**src/rtl/adc_seq_pkg.sv**
```systemverilog
package adc_seq_pkg;
   localparam int unsigned SEQ_NUM_CH     = 5;
   localparam int unsigned SEQ_RES_W      = 12;
   localparam int unsigned SEQ_MIN_PERIOD = 96;
   localparam int unsigned SEQ_SHIFT_BITS = 4;

   function automatic int unsigned chan_bits(input int unsigned n);
      return (n <= 2) ? 1 : $clog2(n);
   endfunction
endpackage

```
**src/rtl/adc_rr_next.sv**
```systemverilog
module adc_rr_next #(
   parameter int unsigned NUM_CH = 5,
   localparam int unsigned CH_W  = adc_seq_pkg::chan_bits(NUM_CH)
) (
   input  logic [CH_W-1:0]   cur,
   input  logic [NUM_CH-1:0] mask,
   output logic [CH_W-1:0]   nxt
);
   logic found_up;
   logic found_low;
   logic [CH_W-1:0] up_ch;
   logic [CH_W-1:0] low_ch;

   always_comb begin
      found_up  = 1'b0;
      found_low = 1'b0;
      up_ch     = cur;
      low_ch    = cur;
      for (int i = 0; i < int'(NUM_CH); i++) begin
         if (!found_up && mask[i] && (i > int'(cur))) begin
            found_up = 1'b1;
            up_ch    = CH_W'(i);
         end
         if (!found_low && mask[i]) begin
            found_low = 1'b1;
            low_ch    = CH_W'(i);
         end
      end
      if (found_up)       nxt = up_ch;
      else if (found_low) nxt = low_ch;
      else                nxt = cur;
   end
endmodule

```
**src/rtl/adc_pacer.sv**
```systemverilog
module adc_pacer #(
   parameter int unsigned INT_W      = 16,
   parameter int unsigned FRAC_W     = 8,
   parameter int unsigned MIN_PERIOD = 96,
   localparam int unsigned CNT_W     = INT_W + 2
) (
   input  logic              clk,
   input  logic              rst_n,
   input  logic              run,
   input  logic              rise,
   input  logic [INT_W-1:0]  div_int,
   input  logic [FRAC_W-1:0] div_frac,
   output logic              fire
);
   logic [CNT_W-1:0]  cnt;
   logic [FRAC_W-1:0] acc;
   logic [FRAC_W:0]   sum;
   logic [CNT_W-1:0]  base;
   logic [CNT_W-1:0]  period;
   logic [INT_W-1:0]  eff_int;

   assign fire    = run && (rise || (cnt == '0));
   assign sum     = {1'b0, (rise ? {FRAC_W{1'b0}} : acc)} + {1'b0, div_frac};
   assign eff_int = (div_int < INT_W'(MIN_PERIOD)) ? INT_W'(MIN_PERIOD) : div_int;
   assign base    = (div_int == '0) ? CNT_W'(MIN_PERIOD) : (CNT_W'(eff_int) + CNT_W'(1));
   assign period  = (div_int == '0) ? base : (base + CNT_W'(sum[FRAC_W]));

   always_ff @(posedge clk or negedge rst_n) begin
      if (!rst_n) begin
         cnt <= '0;
         acc <= '0;
      end else if (!run) begin
         cnt <= '0;
         acc <= '0;
      end else if (fire) begin
         cnt <= period - CNT_W'(1);
         acc <= sum[FRAC_W-1:0];
      end else begin
         cnt <= cnt - CNT_W'(1);
      end
   end
endmodule

```
**src/rtl/adc_conv_model.sv**
```systemverilog
module adc_conv_model #(
   parameter int unsigned NUM_CH = 5,
   parameter int unsigned RES_W  = 12,
   parameter int unsigned LAT    = 8,
   localparam int unsigned CH_W  = adc_seq_pkg::chan_bits(NUM_CH),
   localparam int unsigned LAT_W = $clog2(LAT + 1)
) (
   input  logic                    clk,
   input  logic                    rst_n,
   input  logic                    launch,
   input  logic [CH_W-1:0]         chan,
   input  logic [NUM_CH*RES_W-1:0] ain,
   output logic                    busy,
   output logic                    done,
   output logic [RES_W-1:0]        result
);
   logic [LAT_W-1:0] cnt;
   logic [RES_W-1:0] pick;

   always_comb begin
      pick = '0;
      for (int i = 0; i < int'(NUM_CH); i++)
         if (int'(chan) == i) pick = ain[i*RES_W +: RES_W];
   end

   assign done = busy && (cnt == '0);

   always_ff @(posedge clk or negedge rst_n) begin
      if (!rst_n) begin
         busy   <= 1'b0;
         cnt    <= '0;
         result <= '0;
      end else if (launch && !busy) begin
         busy   <= 1'b1;
         cnt    <= LAT_W'(LAT - 1);
         result <= pick;
      end else if (done) begin
         busy <= 1'b0;
      end else if (busy) begin
         cnt <= cnt - LAT_W'(1);
      end
   end
endmodule

```
**src/rtl/adc_sample_fifo.sv**
```systemverilog
module adc_sample_fifo #(
   parameter int unsigned W     = 12,
   parameter int unsigned DEPTH = 4,
   localparam int unsigned PTR_W = (DEPTH <= 2) ? 1 : $clog2(DEPTH),
   localparam int unsigned LVL_W = $clog2(DEPTH + 1)
) (
   input  logic             clk,
   input  logic             rst_n,
   input  logic             push,
   input  logic [W-1:0]     wdata,
   input  logic             pop,
   input  logic             ovf_clr,
   output logic [W-1:0]     rdata,
   output logic [LVL_W-1:0] level,
   output logic             empty,
   output logic             full,
   output logic             ovf
);
   logic [W-1:0]     mem [DEPTH];
   logic [PTR_W-1:0] wr_ptr;
   logic [PTR_W-1:0] rd_ptr;
   logic             do_pop;
   logic             do_push;

   assign empty   = (level == '0);
   assign full    = (level == LVL_W'(DEPTH));
   assign do_pop  = pop && !empty;
   assign do_push = push && (!full || do_pop);
   assign rdata   = mem[rd_ptr];

   always_ff @(posedge clk) begin
      if (do_push) mem[wr_ptr] <= wdata;
   end

   always_ff @(posedge clk or negedge rst_n) begin
      if (!rst_n) begin
         wr_ptr <= '0;
         rd_ptr <= '0;
         level  <= '0;
         ovf    <= 1'b0;
      end else begin
         if (do_push) wr_ptr <= wr_ptr + PTR_W'(1);
         if (do_pop)  rd_ptr <= rd_ptr + PTR_W'(1);
         level <= level + LVL_W'(do_push) - LVL_W'(do_pop);
         if (push && !do_push) ovf <= 1'b1;
         else if (ovf_clr)     ovf <= 1'b0;
      end
   end
endmodule

```
**src/rtl/adc_rr_sequencer.sv**
```systemverilog
module adc_rr_sequencer #(
   parameter int unsigned NUM_CH     = adc_seq_pkg::SEQ_NUM_CH,
   parameter int unsigned RES_W      = adc_seq_pkg::SEQ_RES_W,
   parameter int unsigned FIFO_DEPTH = 4,
   parameter int unsigned CONV_LAT   = 8,
   parameter int unsigned MIN_PERIOD = adc_seq_pkg::SEQ_MIN_PERIOD,
   parameter int unsigned INT_W      = 16,
   parameter int unsigned FRAC_W     = 8,
   parameter int unsigned SHIFT_BITS = adc_seq_pkg::SEQ_SHIFT_BITS,
   localparam int unsigned CH_W      = adc_seq_pkg::chan_bits(NUM_CH),
   localparam int unsigned LVL_W     = $clog2(FIFO_DEPTH + 1),
   localparam int unsigned TEMP_CH   = NUM_CH - 1
) (
   input  logic                    clk,
   input  logic                    rst_n,
   input  logic [CH_W-1:0]         start_chan,
   input  logic [NUM_CH-1:0]       rr_mask,
   input  logic                    start_once,
   input  logic                    start_many,
   input  logic                    temp_en,
   input  logic [INT_W-1:0]        div_int,
   input  logic [FRAC_W-1:0]       div_frac,
   input  logic                    fifo_en,
   input  logic                    dreq_en,
   input  logic [LVL_W-1:0]        fifo_thresh,
   input  logic                    fifo_shift,
   input  logic                    ovf_clr,
   input  logic                    fifo_rd,
   input  logic [NUM_CH*RES_W-1:0] ain,
   output logic                    ready,
   output logic [RES_W-1:0]        fifo_data,
   output logic [LVL_W-1:0]        fifo_level,
   output logic                    fifo_empty,
   output logic                    fifo_ovf,
   output logic                    dreq
);
   if (CONV_LAT < 1 || CONV_LAT >= MIN_PERIOD)
      $error("CONV_LAT must lie in 1..MIN_PERIOD-1");
   if ((FIFO_DEPTH & (FIFO_DEPTH - 1)) != 0 || FIFO_DEPTH < 2)
      $error("FIFO_DEPTH must be a power of two of at least 2");
   if (NUM_CH < 2 || SHIFT_BITS >= RES_W)
      $error("bad channel count or shift");

   logic            many_q;
   logic            rise;
   logic            fire_many;
   logic            once_req;
   logic            slot;
   logic            allowed;
   logic            launch;
   logic [CH_W-1:0] ptr;
   logic [CH_W-1:0] sel_chan;
   logic [CH_W-1:0] ptr_next;
   logic            conv_busy;
   logic            conv_done;
   logic [RES_W-1:0] conv_res;
   logic [RES_W-1:0] push_data;
   logic            fifo_full;

   assign rise     = start_many && !many_q;
   assign once_req = start_once && !start_many;
   assign slot     = fire_many || once_req;
   assign sel_chan = (start_many && !rise) ? ptr : start_chan;
   assign allowed  = (int'(sel_chan) < int'(NUM_CH)) &&
                     !((int'(sel_chan) == int'(TEMP_CH)) && !temp_en);
   assign launch   = slot && allowed && !conv_busy;
   assign ready    = !conv_busy;

   always_ff @(posedge clk or negedge rst_n) begin
      if (!rst_n) begin
         many_q <= 1'b0;
         ptr    <= '0;
      end else begin
         many_q <= start_many;
         if (fire_many) ptr <= ptr_next;
      end
   end

   adc_rr_next #(.NUM_CH(NUM_CH)) u_next (
      .cur  (sel_chan),
      .mask (rr_mask),
      .nxt  (ptr_next)
   );

   adc_pacer #(.INT_W(INT_W), .FRAC_W(FRAC_W), .MIN_PERIOD(MIN_PERIOD)) u_pacer (
      .clk      (clk),
      .rst_n    (rst_n),
      .run      (start_many),
      .rise     (rise),
      .div_int  (div_int),
      .div_frac (div_frac),
      .fire     (fire_many)
   );

   adc_conv_model #(.NUM_CH(NUM_CH), .RES_W(RES_W), .LAT(CONV_LAT)) u_conv (
      .clk    (clk),
      .rst_n  (rst_n),
      .launch (launch),
      .chan   (sel_chan),
      .ain    (ain),
      .busy   (conv_busy),
      .done   (conv_done),
      .result (conv_res)
   );

   assign push_data = fifo_shift ? (conv_res >> SHIFT_BITS) : conv_res;

   adc_sample_fifo #(.W(RES_W), .DEPTH(FIFO_DEPTH)) u_fifo (
      .clk     (clk),
      .rst_n   (rst_n),
      .push    (conv_done && fifo_en),
      .wdata   (push_data),
      .pop     (fifo_rd),
      .ovf_clr (ovf_clr),
      .rdata   (fifo_data),
      .level   (fifo_level),
      .empty   (fifo_empty),
      .full    (fifo_full),
      .ovf     (fifo_ovf)
   );

   assign dreq = dreq_en && (fifo_level >= fifo_thresh);
endmodule

```
**config.mk**
```make
export PLATFORM = sky130hd
export DESIGN_NAME = adc_rr_sequencer
export DESIGN_NICKNAME = d
export VERILOG_FILES = /design/src/rtl/adc_seq_pkg.sv /design/src/rtl/adc_rr_next.sv /design/src/rtl/adc_pacer.sv /design/src/rtl/adc_conv_model.sv /design/src/rtl/adc_sample_fifo.sv /design/src/rtl/adc_rr_sequencer.sv
export SDC_FILE = /design/constraint.sdc
export NUM_CORES = 1
export LEC_CHECK = 0
export ABC_CLOCK_PERIOD_IN_PS = 6260
export BUFFER_PORTS_ARGS = -buffer_cell sky130_fd_sc_hd__buf_2
export CAP_MARGIN = 10
export CORE_MARGIN = 2
export CORE_UTILIZATION = 55
export DETAILED_ROUTE_END_ITERATION = 8
export HOLD_SLACK_MARGIN = 0.06
export PLACE_DENSITY = 0.78
export SLEW_MARGIN = 20
export SYNTH_ARGS = -nofsm -noshare
export SYNTH_HDL_FRONTEND = slang
export SYNTH_HIERARCHICAL = 1
export SYNTH_SLANG_ARGS = --single-unit
```
**constraint.sdc**
```tcl
create_clock -name clk -period 6.26 [get_ports clk]
set_clock_uncertainty 0.2 [all_clocks]
set_input_delay 0.939 -clock clk [delete_from_list [all_inputs] [get_ports clk]]
set_output_delay 0.939 -clock clk [all_outputs]
set_load 0.005 [all_outputs]
```
==> metrics.yaml <==
clk_pin_slew_ns: 0.08
min_path_type: "input pin to asynchronous set/reset pin"
ir_worst_vdd_v: 0.000174
worst-endpoint-arrival_ns: 5.78
r2r-start: "many_q"
maxCapViolations: 0
crit-reg2reg-capture: "u_pacer/cnt[16]"
timing.final.ws_setup_ns: 0.493
final_net_count: 907
cts_tree: "done"
synth_nets: 800
antenna_found_initial: 0
syn_inst: 671
regToRegSetupSlack_ns: 0.70
yosys_warnings: 6
start_util: 0.566
r2r_cells: 22
gp_congestion: 0.923
crit_path_cell_trace: "buf_2 -> nor2b_1 -> nor2b_1 -> ha_1 -> fa_1 -> a21oi_1 -> o21bai_1 -> a21oi_1 -> nor2_1 -> o21a_1 -> o21ai_0 -> nand2b_1 -> ha_1 -> ha_1 -> o21a_1 -> a31o_2 -> a32oi_1 -> xnor2_1 -> a211oi_2 -> nand4_1 -> or2_2 -> nor4_1 -> mux2_1"
grtUsageTotal: 0.245
critPathMostFrequentCell: "ha_1"
startpoint_type: "input pin"
clock-sinks: 103
place_hpwl_mm: 12.1
clockBufferDepth: 2
worstMarginPinSlew_ns: 0.904
port_buffers: 123
post-cts-setup-buffer-count: 0
crit_path_max_incr_delay_ns: 0.42
rows: 40
post-route-period-util: 0.921
cts_buffers: 9
crit_family: "compound AO/OA/AOI/OAI gates"
slowest_stage: "fa_1"
combPwrFrac: 0.411
grt_max_degree: 55
grt_pass1_vias: 5460
leakage_nw: 3.24
path_buf_inv: 1
drt_wl_total_mm: 16.5
pre_cts_slack_ns: 0.0481
grt_pass1_wl_mm: 26.2
p_int_mw: 1.72
rsz0062_at_grt: "false"
crit_fanout: 6
synth_area_sq_um: 6860
die_y_um: 116
final_hold_viol_count: 0
fin_crit_ns: 5.77
finalSetupViolCount: 0
slew_viol_final: 0
drt_iter0_drc: 554
cp-end-kind: "register"
dr.pass1.iters: 5
max_slew_margin: 0.395
dieArea_sq_um: 13400
cp.required_ns: 6.27
ant_nets: 0
whs_ns: 0.163
finalPower_mw: 2.76
fmax_mhz: 173
post-route-drc-count: 0
swShare: 0.376
clock_latency_ns: 0.34
cts_root_buf: "clkbuf_16"
crit_type: "input pin to register"
p_clk_frac: 0.204
area_growth_pct: 14.4
antenna_cells: 0
pin_count: 124
vias: 5751
dieWidth_um: 116
final.fill_count: 1002
coreArea_sq_um: 12100
startpoint: "start_many"
setup_tns_ns: 0
syn_avg_cell_area_sq_um: 10.2
seqPwrFrac: 0.385
wl_per_cell_um: 17.3
power_switching_mw: 1.04
htreeDepth: 3
overflow: 0
vias_per_cell: 6.05
drive_gt1_frac: 0.272
outcome: "finished clean"
cellPowerDensity_nw_per_um2: 351
## power groups by stage
stage	registers [mW]	logic [mW]	clock network [mW]
3_3_place_gp	1.07	1.07	0
3_5_place_dp	1.07	1.12	0
5_1_grt	1.09	1.26	0.599
4_1_cts	1.06	1.13	0.571
2_1_floorplan	0.993	0.896	0
6_report	1.06	1.13	0.562
## layout make-up
cell class | count | area, sq um | share of cell area
Timing Repair Buffer | 129 | 661 | 0.0842
Clock buffer | 9 | 225 | 0.0287
Multi-Input combinational cell | 508 | 3750 | 0.478
Tap cell | 168 | 210 | 0.0268
Clock inverter | 7 | 81.3 | 0.0104
Inverter | 27 | 101 | 0.0129
Sequential cell | 103 | 2820 | 0.359
## sequential cells by signal, summed over array words and instances (netlist names)
signal,flops
u_conv/cnt,4
u_fifo/mem,48
u_fifo/rd_ptr,2
u_pacer/cnt,18
u_conv/result,12
u_fifo/level,3
u_fifo/wr_ptr,2
u_fifo/ovf,1
ptr,3
many_q,1
u_pacer/acc,8
u_conv/busy,1
## cell usage in the layout, fill, tap and decap left out, types with 4 or more instances in the layout
cell type and count:
and3_1 5, o22ai_1 12, inv_1 26, mux2i_1 4
nor2_1 51, mux4_2 12, or3_1 6, a21oi_1 56
clkbuf_16 9, o21ai_0 28, a31oi_1 5, and2_2 4
o21bai_1 4, buf_2 123, mux2_1 7, xor2_1 12
nand4_1 8, buf_4 6, or4_1 5, xnor2_1 22
nor4_1 14, nand2_1 26, nand2b_1 16, ha_1 22
o31ai_1 6, nor2b_1 18, nor3_1 18, nand3_1 16
dfrtp_1 55, or2_2 6, o21a_1 5, a211oi_1 6
edfxtp_1 48, and2_1 9, mux2_2 20
## what timing repair did
item	in CTS	in global routing
setup endpoints to repair	0	1
hold buffers	0	0
resized for setup	0	1
endpoints found under the hold margin	0	0
## per-stage QoR
step	instances	utilization	area, sq um
floorplan	671	-	6860
global placement	935	0.622	7540
detailed placement	935	0.622	7540
CTS	951	0.648	7840
global route	951	0.648	7850
finish	951	0.648	7850
## worst max-delay path by stage
| stage | endpoint | cells past startpoint |
|---|---|---|
| 5_1_grt | u_pacer/cnt[16] | 23 |
| 2_1_floorplan | u_pacer/cnt[16] | 22 |
| 6_report | u_pacer/cnt[16] | 23 |
| 4_1_cts | u_pacer/cnt[16] | 23 |
| 3_3_place_gp | u_pacer/cnt[16] | 23 |
| 3_5_place_dp | u_pacer/cnt[16] | 23 |
## metal layers
metal | vias up | track usage | wire length (um)
met5 | - | 0 | 0
met4 | 0 | 0.0571 | 199
met3 | 18 | 0.0361 | 797
met2 | 207 | 0.419 | 8220
met1 | 2785 | 0.331 | 7250
li1 | 2741 | - | -
No activity file was read; power rests on OpenSTA's default activity.
